File: config.mk
export PLATFORM = sky130hd
export DESIGN_NAME = msq_subnode_seq
export DESIGN_NICKNAME = d
export VERILOG_FILES = /design/src/rtl/msq_pkg.sv /design/src/rtl/msq_match.sv /design/src/rtl/msq_refresh.sv /design/src/rtl/msq_bank.sv /design/src/rtl/msq_subnode_seq.sv
export SDC_FILE = /design/constraint.sdc
export NUM_CORES = 2
export LEC_CHECK = 0
export BUFFER_PORTS_ARGS = -buffer_cell sky130_fd_sc_hd__buf_2
export CAP_MARGIN = 20
export CORE_UTILIZATION = 63
export CTS_CLUSTER_SIZE = 14
export DETAILED_ROUTE_END_ITERATION = 6
export HOLD_SLACK_MARGIN = 0.12
export PLACE_DENSITY = 0.79
export SYNTH_ARGS = -nofsm -noshare
export SYNTH_HDL_FRONTEND = slang
export SYNTH_HIERARCHICAL = 1
export SYNTH_MEMORY_MAX_BITS = 65536
export SYNTH_SLANG_ARGS = --single-unit
File: constraint.sdc
create_clock -name clk -period 18.2 [get_ports clk]
set_clock_uncertainty 0.1 [all_clocks]
set_input_delay 4.55 -clock clk [delete_from_list [all_inputs] [get_ports clk]]
set_output_delay 4.55 -clock clk [all_outputs]
set_load 0.01 [all_outputs]
File: src/rtl/msq_pkg.sv
package msq_pkg;
  typedef enum logic [1:0] {
    CMD_NONE   = 2'b00,
    CMD_READ   = 2'b01,
    CMD_WRITE  = 2'b10,
    CMD_VICTIM = 2'b11
  } cmd_e;
endpackage

File: src/rtl/msq_match.sv
module msq_match #(
  parameter int SLOT_W = 4,
  parameter int SUB_W  = 3
) (
  input  logic [1:0]        cmd,
  input  logic [SLOT_W-1:0] slot,
  input  logic [SUB_W-1:0]  sub,
  input  logic [SLOT_W-1:0] my_slot,
  input  logic [SUB_W-1:0]  my_sub,
  output logic              hit,
  output logic              is_wr
);
  import msq_pkg::*;

  // geographic select: compare strap numbers only, no address decode
  assign hit   = (cmd_e'(cmd) != CMD_NONE) && (slot == my_slot) && (sub == my_sub);
  assign is_wr = (cmd_e'(cmd) == CMD_WRITE) || (cmd_e'(cmd) == CMD_VICTIM);
endmodule

File: src/rtl/msq_refresh.sv
module msq_refresh #(
  parameter int INTERVAL = 256,
  parameter int CYCLES   = 4
) (
  input  logic clk,
  input  logic rst_n,
  input  logic access_busy,
  output logic pend,
  output logic active
);
  localparam int IVL_W = $clog2(INTERVAL);
  localparam int RC_W  = $clog2(CYCLES + 1);
  localparam logic [IVL_W-1:0] IVL_LAST = IVL_W'(INTERVAL - 1);

  logic [IVL_W-1:0] ivl;
  logic [RC_W-1:0]  rc;
  logic             start;

  assign active = (rc != '0);
  assign start  = pend && !access_busy && !active;

  always_ff @(posedge clk) begin
    if (!rst_n) begin
      ivl  <= '0;
      pend <= 1'b0;
      rc   <= '0;
    end else begin
      ivl <= (ivl == IVL_LAST) ? '0 : ivl + 1'b1;
      if (ivl == IVL_LAST)
        pend <= 1'b1;
      else if (start)
        pend <= 1'b0;
      if (start)
        rc <= RC_W'(CYCLES);
      else if (active)
        rc <= rc - 1'b1;
    end
  end
endmodule

File: src/rtl/msq_bank.sv
module msq_bank #(
  parameter int ROW_W  = 4,
  parameter int WORD_W = 72
) (
  input  logic              clk,
  input  logic              cap,
  input  logic              we,
  input  logic [ROW_W-1:0]  row,
  input  logic [WORD_W-1:0] wdata,
  output logic [WORD_W-1:0] rdata
);
  localparam int DEPTH = 1 << ROW_W;

  logic [WORD_W-1:0] mem [DEPTH];
  logic [WORD_W-1:0] hold;

  // word captured from the bus, written one cycle later
  always_ff @(posedge clk) begin
    if (cap)
      hold <= wdata;
    if (we)
      mem[row] <= hold;
  end

  assign rdata = mem[row];
endmodule

File: src/rtl/msq_subnode_seq.sv
module msq_subnode_seq #(
  parameter int SLOT_W       = 4,
  parameter int SUB_W        = 3,
  parameter int ROW_W        = 4,
  parameter int WORD_W       = 72,
  parameter int NBANK        = 4,
  parameter int ACCESS_CYC   = 5,
  parameter int REF_INTERVAL = 256,
  parameter int REF_CYCLES   = 4
) (
  input  logic              clk,
  input  logic              rst_n,
  input  logic [SLOT_W-1:0] my_slot,
  input  logic [SUB_W-1:0]  my_sub,
  input  logic [1:0]        req_cmd,
  input  logic [SLOT_W-1:0] req_slot,
  input  logic [SUB_W-1:0]  req_sub,
  input  logic [ROW_W-1:0]  req_row,
  input  logic [WORD_W-1:0] bus_wdata,
  output logic              wr_take,
  output logic              rd_valid,
  output logic [WORD_W-1:0] rd_data,
  output logic [NBANK-1:0]  bank_start,
  output logic [NBANK-1:0]  bank_ras,
  output logic [NBANK-1:0]  bank_cas,
  output logic [NBANK-1:0]  bank_we,
  output logic              retry,
  output logic              collide
);
  localparam int DATA0   = ACCESS_CYC + 1;
  localparam int LAST_RD = ACCESS_CYC + NBANK;
  localparam int LAST_WR = LAST_RD + 1;
  localparam int CNT_W   = $clog2(LAST_WR + 1);
  localparam logic [CNT_W-1:0] P_DATA0 = CNT_W'(DATA0);
  localparam logic [CNT_W-1:0] P_LRD   = CNT_W'(LAST_RD);
  localparam logic [CNT_W-1:0] P_LWR   = CNT_W'(LAST_WR);

  logic             hit, is_wr;
  logic             busy, acc_fire;
  logic             ref_pend, ref_active;
  logic [CNT_W-1:0] phase;
  logic             op_wr;
  logic [ROW_W-1:0] row_q;
  logic             in_data;
  logic [WORD_W-1:0] bank_rd [NBANK];
  logic [WORD_W-1:0] rd_sel;
  logic [NBANK-1:0]  bank_cap;

  msq_match #(.SLOT_W(SLOT_W), .SUB_W(SUB_W)) u_match (
    .cmd     (req_cmd),
    .slot    (req_slot),
    .sub     (req_sub),
    .my_slot (my_slot),
    .my_sub  (my_sub),
    .hit     (hit),
    .is_wr   (is_wr)
  );

  msq_refresh #(.INTERVAL(REF_INTERVAL), .CYCLES(REF_CYCLES)) u_ref (
    .clk         (clk),
    .rst_n       (rst_n),
    .access_busy (busy),
    .pend        (ref_pend),
    .active      (ref_active)
  );

  assign busy     = (phase != '0);
  assign collide  = hit && busy;
  assign retry    = hit && !busy && (ref_active || ref_pend);
  assign acc_fire = hit && !busy && !ref_active && !ref_pend;

  // phase 0 = idle; phase p = cycle t0+p of the running access
  always_ff @(posedge clk) begin
    if (!rst_n) begin
      phase <= '0;
      op_wr <= 1'b0;
      row_q <= '0;
    end else if (acc_fire) begin
      phase <= CNT_W'(1);
      op_wr <= is_wr;
      row_q <= req_row;
    end else if (busy) begin
      phase <= (phase == (op_wr ? P_LWR : P_LRD)) ? '0 : phase + 1'b1;
    end
  end

  assign in_data  = busy && (phase >= P_DATA0) && (phase <= P_LRD);
  assign rd_valid = in_data && !op_wr;
  assign wr_take  = in_data && op_wr;

  for (genvar k = 0; k < NBANK; k++) begin : g_bank
    localparam logic [CNT_W-1:0] P_START = CNT_W'(k + 1);
    localparam logic [CNT_W-1:0] P_RCAS  = CNT_W'(DATA0 + k);
    localparam logic [CNT_W-1:0] P_WCAS  = CNT_W'(DATA0 + k + 1);

    logic [CNT_W-1:0] cas_at;
    assign cas_at = op_wr ? P_WCAS : P_RCAS;

    assign bank_start[k] = busy && (phase == P_START);
    assign bank_ras[k]   = (busy && (phase >= P_START) && (phase <= cas_at)) || ref_active;
    assign bank_cas[k]   = busy && (phase == cas_at);
    assign bank_we[k]    = busy && op_wr && (phase == P_WCAS);
    assign bank_cap[k]   = busy && op_wr && (phase == P_RCAS);

    msq_bank #(.ROW_W(ROW_W), .WORD_W(WORD_W)) u_bank (
      .clk   (clk),
      .cap   (bank_cap[k]),
      .we    (bank_we[k]),
      .row   (row_q),
      .wdata (bus_wdata),
      .rdata (bank_rd[k])
    );
  end

  always_comb begin
    rd_sel = '0;
    for (int k = 0; k < NBANK; k++)
      if (phase == CNT_W'(DATA0 + k))
        rd_sel = bank_rd[k];
  end

  assign rd_data = rd_valid ? rd_sel : '0;
endmodule

After elaboration in Yosys (flattened, before gate mapping)
Memory sizes are Yosys's and may differ from the RTL's. A register that Yosys moved wholly into a read port is not among the register bits.
Cells that the tools add are included.
- multiplexer cells: 32
- magnitude comparators: 10
- add/subtract/negate cells: 3
- bitwise gates (word level): 1
- reduce and logical (&&, ||, !) cells: 54
- equal/unequal tests: 18
- operators with widths (kind ; count):
    $mux W72 ; 5
    $mux W4 ; 10
    $logic_and A1 B1 Y1 ; 35
    $eq A4 B4 Y1 ; 4
    $mux W1 ; 14
    $eq A4 B3 Y1 const B ; 3
    $eq A4 B4 Y1 const B ; 3
    $le A4 B4 Y1 ; 3
    $add A8 B1 Y8 const B ; 1
    $eq A4 B2 Y1 const B ; 2
    $eq A8 B8 Y1 const B ; 1
    $ge A4 B2 Y1 const B ; 2
    $ge A4 B3 Y1 const B ; 2
    $reduce_bool A2 Y1 ; 4
    $logic_or A1 B1 Y1 ; 6
    $mux W3 ; 2
    $reduce_or A2 Y1 ; 3
    $add A4 B1 Y4 const B ; 1
    $eq A2 B2 Y1 const B ; 2
    $eq A4 B1 Y1 const B ; 1
    $eq A4 B3 Y1 ; 1
    $ge A4 B1 Y1 const B ; 1
    $le A4 B3 Y1 ; 1
    $le A4 B4 Y1 const B ; 1
    7 further kinds ; 10
- RAM bits: 4608
- bits in registers: 309
- memories kept: 4
- logic and storage cells: 134
- input bits: 94
- output and inout bits: 92
- memories (memory ; depth ; bits a word ; read ports ; clocked after memory_dff ; wr ports ; RTL line ; RTL):
    g_bank[0].u_bank.mem ; 16 ; 72 ; 1 ; 1 ; 1 ; msq_bank.sv:14 ; logic [WORD_W-1:0] mem [DEPTH];
    g_bank[1].u_bank.mem ; 16 ; 72 ; 1 ; 1 ; 1 ; msq_bank.sv:14 ;
    g_bank[2].u_bank.mem ; 16 ; 72 ; 1 ; 1 ; 1 ; msq_bank.sv:14 ;
    g_bank[3].u_bank.mem ; 16 ; 72 ; 1 ; 1 ; 1 ; msq_bank.sv:14 ;

Depth between registers and ports, before layout
- depth in word-level cells: 8
- depth in mapped cells: 9
- depth with buffers taken out: 7

Modules after synthesis
The synthesis kept the hierarchy.
- modules (own cells, without submodules) (module ; cells each ; instances ; seq. area each (um^2) ; area an instance (um^2)):
    msq_bank ; 1852 ; 4 ; 36755.3 ; 45247.1
    msq_subnode_seq ; 697 ; 1 ; 180.2 ; 4682.0
    msq_refresh ; 62 ; 1 ; 240.2 ; 543.0
    msq_match ; 11 ; 1 ; 0.0 ; 88.8

Worst setup path before layout
No wires, ideal clock.
- kind: reg-to-reg
- from: register phase[1]
- to: memory g_bank[1].u_bank.mem[12][0], enable pin
- arrival: 12.198 ns
- setup time: 0.591 ns
- path slack: 5.312 ns
- data required time: 17.509 ns
- stages on the path, launching flop included: 10
- buffers on the path: 3
- period minus slack after synthesis: 12.888 ns
- cell sequence: dfxtp_1 -> buf_2 -> inv_1 -> ha_1 -> buf_2 -> buf_2 -> inv_2 -> nor3_1 -> nand3_1 -> nor3_1
- longest elaborated chain between the ends: 5
- elaborated cells between the ends (all ways): 6
- classes of those cells: eq/ne (1); mux (2); reduce/logical (3)
- RTL lines (what ; RTL line ; RTL):
    start, declared ; msq_subnode_seq.sv:41 ; logic [CNT_W-1:0] phase;
    start signal, assigned ; msq_subnode_seq.sv:83 ; phase <= (phase == (op_wr ? P_LWR : P_LRD)) ? '0 : phase + 1'b1;
    $reduce_bool A4 Y1 ; msq_subnode_seq.sv:67 ; assign busy = (phase != '0);
    $logic_and A1 B1 Y1 ; -- ;
    $logic_and A1 B1 Y1 * ; -- ;
    via bank_cap[2] ; msq_subnode_seq.sv:47 ; logic [NBANK-1:0] bank_cap;
    $mux W1 * ; msq_bank.sv:21 ; if (we)
    $mux W1 (implied by the code) * ; msq_bank.sv:22 ; mem[row] <= hold;
    end, declared ; msq_bank.sv:14 ;
Mark *: on every way through the listed nets, which the timed path passes. The rest lies on a longest branch.

Worst setup path after layout
- from: input my_sub[1]
- to: output retry
- longest elaborated chain between the ends: 4
- RTL lines (what ; RTL line ; RTL):
    start, declared ; msq_subnode_seq.sv:14 ; input logic [SUB_W-1:0] my_sub,
    $eq A3 B3 Y1 ; msq_match.sv:16 ; assign hit = (cmd_e'(cmd) != CMD_NONE) && (slot == my_slot) && (sub == my_sub);
    $logic_and A1 B1 Y1 ; msq_match.sv:16 ;
    via hit ; msq_subnode_seq.sv:38 ; logic hit, is_wr;
    $logic_and A1 B1 Y1 (2 in series) ; msq_subnode_seq.sv:69 ; assign retry = hit && !busy && (ref_active || ref_pend);
    end, declared ; msq_subnode_seq.sv:27 ; output logic retry,
The timed path passes the listed nets, and every way through them passes these cells.

==> impl_metrics.yaml <==
clocking:
  insertion_delay_ns: 0.95
  cts_buffers: 448
  root_buffer: "clkbuf_16"
  cts_tree: "yes"
  path_clk_slew_ns: 0.06
  cts_buffer_depth: 4
  cts.sinks: 4917
  h-tree-depth: 5
  cts_hold_buffers: 0
  cts_resized: 0
  postCtsSetupBuffers: 0
route:
  dr.first_iter.drc_count: 16903
  wl_per_cell_um: 40.3
  viasPerCell: 7.41
  final_antenna_net_count: 0
  dr_total_vias: 95576
  totalWireLength_um: 520000
  drtPass1Iterations: 7
  route.detailed.drc: 31
floorplan:
  core_um2: 294000
  rows: 199
  die_h_um: 546
  start_util_pct: 63.4
  io-pin-count: 186
  die-area_um2: 298000
  die_w_um: 546
timing:
  timing.hold.ws_ns: 0.395
  period_needed_ns: 11.46
  finalSetupTns_ns: 0
  period_share_pct: 63.0
  max_slew_margin_pct: 13.6
  hold_viol: 0
  rsz0062_at_grt: "false"
  slew_viol_final: 0
  fmax_mhz: 87.3
  tightest_slew_ns: 1.30
  finalSetupViolCount: 0
power:
  p_leak_uw: 0.0621
  p_comb_share_pct: 1.7
  switching_power_uw: 4370
  clkPwrFrac_pct: 41.8
  seq_power_share_pct: 56.4
  swShare_pct: 20.1
  cellPowerDensity_nw_per_um2: 106
  irDropWorstVdd_mv: 0.0897
  power.internal_uw: 17400
finish:
  area_growth_pct: 10.6
  drive_gt1_share_pct: 26.2
  utilization_pct: 70.1
  nets: 8665
  layoutNonFillerInstCount: 12901
flow_run:
  max-cap-violations: 0
synth:
  ys.flop_type: "edfxtp_1"
  yosys-top-cells-count: "edfxtp_1 (4896), mux4_2 (1152), a22oi_1 (576)"
  synth_area_um2: 186000
  async_reset_ff_share_pct: 0
  ys_seq_elements: 4917
  synth_edf_count: 4896
  synth_most_common_cell: "edfxtp_1"
  yosysTopAreaCell: "edfxtp_1"
  yosysWarnings: 6
  ys_types: 52
  syn_nets: 8285
  syn_avg_cell_area_um2: 22.8
  syn_inst: 8178
  seq_area_frac_synth_pct: 79.1
  synthTopCellsByArea: "edfxtp_1 (79%), mux4_2 (14%), a22oi_1 (2.3%)"
  yosysTopAreaCellShare_pct: 78.9
grt:
  antenna_found_initial: 98
  use_met2_pct: 55.5
  grt-ovfl-total: 0
  met1_usage_pct: 43.4
  busiest_layer: "met2"
  grt_first_pass_wirelength_um: 714000
  grt_usage_pct: 34.6
  met3_usage_pct: 9.65
  grt_max_degree: 159
  grt_pass1_vias: 95909
worst_hold_path:
  hp-class: "reg2reg"
  hold_path_depth: 2
  hp-start: "u_ref/rc[1]$_SDFFE_PP0P_"
  worstHoldEndpoint: "u_ref/rc[1]$_SDFFE_PP0P_"
setup_path:
  crit_type: "in2out"
  rr_startpoint: "phase[1]$_SDFFE_PP0N_"
  rr_worst_depth: 9
  required_ns: 13.55
  worstPathArrival_ns: 6.81
  cp_max_fo: 4
  reg2reg_slack_ns: 11.95
  r2r-end: "g_bank[0].u_bank/mem[14][33]$_DFFE_PP_"
  crit_path_start_kind: "input pin"
  endpoint_kind: "primary output"
outcome:
  outcome: "complete, but fails checks"
  failed_checks: "DRC"
placed_design:
  dp.cells: 12023
  port_buffers: 185
  place_hpwl_um: 270000
  place_congestion: 0.837
==> registers in the layout, summed over array words and instances (netlist names) <==
register and flops:
op_wr 1, g_bank.u_bank/hold 288, u_ref/rc 3, u_ref/ivl 8, phase 4, u_ref/pend 1
g_bank.u_bank/mem 4608, row_q 4
==> critical path, stage by stage <==
cell     delay, ns
buf_2         0.10
xnor2_1       0.20
nand4_1       0.94
nor4_2        0.59
o21ai_0       0.16
nor2_1        0.12
buf_2         0.14
==> final cells by class <==
class | count | area, um2
well taps | 3919 | 4900
diodes | 77 | 193
clock inverters | 229 | 1880
fillers | 15682 | 88000
flip-flops and latches | 4917 | 147000
multi-input cells | 2771 | 37000
repair buffers | 407 | 2760
clock buffers | 568 | 11900
inverters | 13 | 48.8
==> cells in the final DEF (no fill, tap or decap), types with 6 or more instances in the layout <==
master and count:
nand3b_1 81, diode_2 77, clkinvlp_4 12, a21oi_1 9, bufinv_16 29, ha_1 9
buf_12 12, a22oi_1 576, nand3_1 18, nor2b_4 8, inv_1 11, clkinv_1 89
clkbuf_1 110, xnor2_1 7, buf_4 207, clkinv_2 86, clkbuf_16 457, nand2_1 449
nand2b_1 13, nor3_2 16, a2111oi_2 68, edfxtp_1 4896, nor2_1 84, buf_2 185
dfxtp_1 16, a21o_1 145, mux4_2 1152, nor2_4 55, inv_6 6, o21ai_1 7
==> power groups by stage <==
stage	logic (uW)	clock network, uW	registers, uW
after global routing	386	9510	12300
after detailed placement	354	0	12500
after floorplan	199	0	12500
after CTS	364	9090	12300
final	377	9100	12300
after global placement	347	0	12500
==> per-stage QoR <==
step | worst slack [ns] | area, um2 | power (uW)
after floorplan | 5.31 | 186000 | 12700
after global placement | 6.67 | 192000 | 12900
after detailed placement | 6.84 | 192000 | 12900
after CTS | 6.73 | 206000 | 21700
after global routing | 6.52 | 206000 | 22200
final | 6.74 | 206000 | 21800
==> worst max path at each step <==
stage | start | end | slack [ns] | depth (start not counted)
after floorplan | phase[1]$_SDFFE_PP0N_ | g_bank[1].u_bank/mem[12][0]$_DFFE_PP_ | 5.31 | 9
after global placement | my_sub[1] | retry | 6.67 | 7
after detailed placement | my_sub[1] | retry | 6.84 | 7
after CTS | row_q[0]$_SDFFE_PN0P_ | rd_data[45] | 6.73 | 10
after global routing | row_q[0]$_SDFFE_PN0P_ | rd_data[46] | 6.52 | 9
final | my_sub[1] | retry | 6.74 | 7
==> cells by family after synthesis <==
family          synth area share, %
compound gates                 3.60
xor+xnor                     0.0564
fa+ha+maj                    0.0873
buf+inv                        1.36
flops                          79.1
mux                            13.9
simple gates                   1.82
==> per-layer routing <==
metal | part of all wire [%] | routed length [um] | vias to the layer above
li1 | - | - | 35558
met1 | 31 | 163000 | 49004
met2 | 48 | 252000 | 9402
met3 | 15 | 76400 | 1598
met4 | 5.6 | 28900 | 14
met5 | 0.018 | 95 | -
Note: power is estimated with default switching activity, not from simulation.
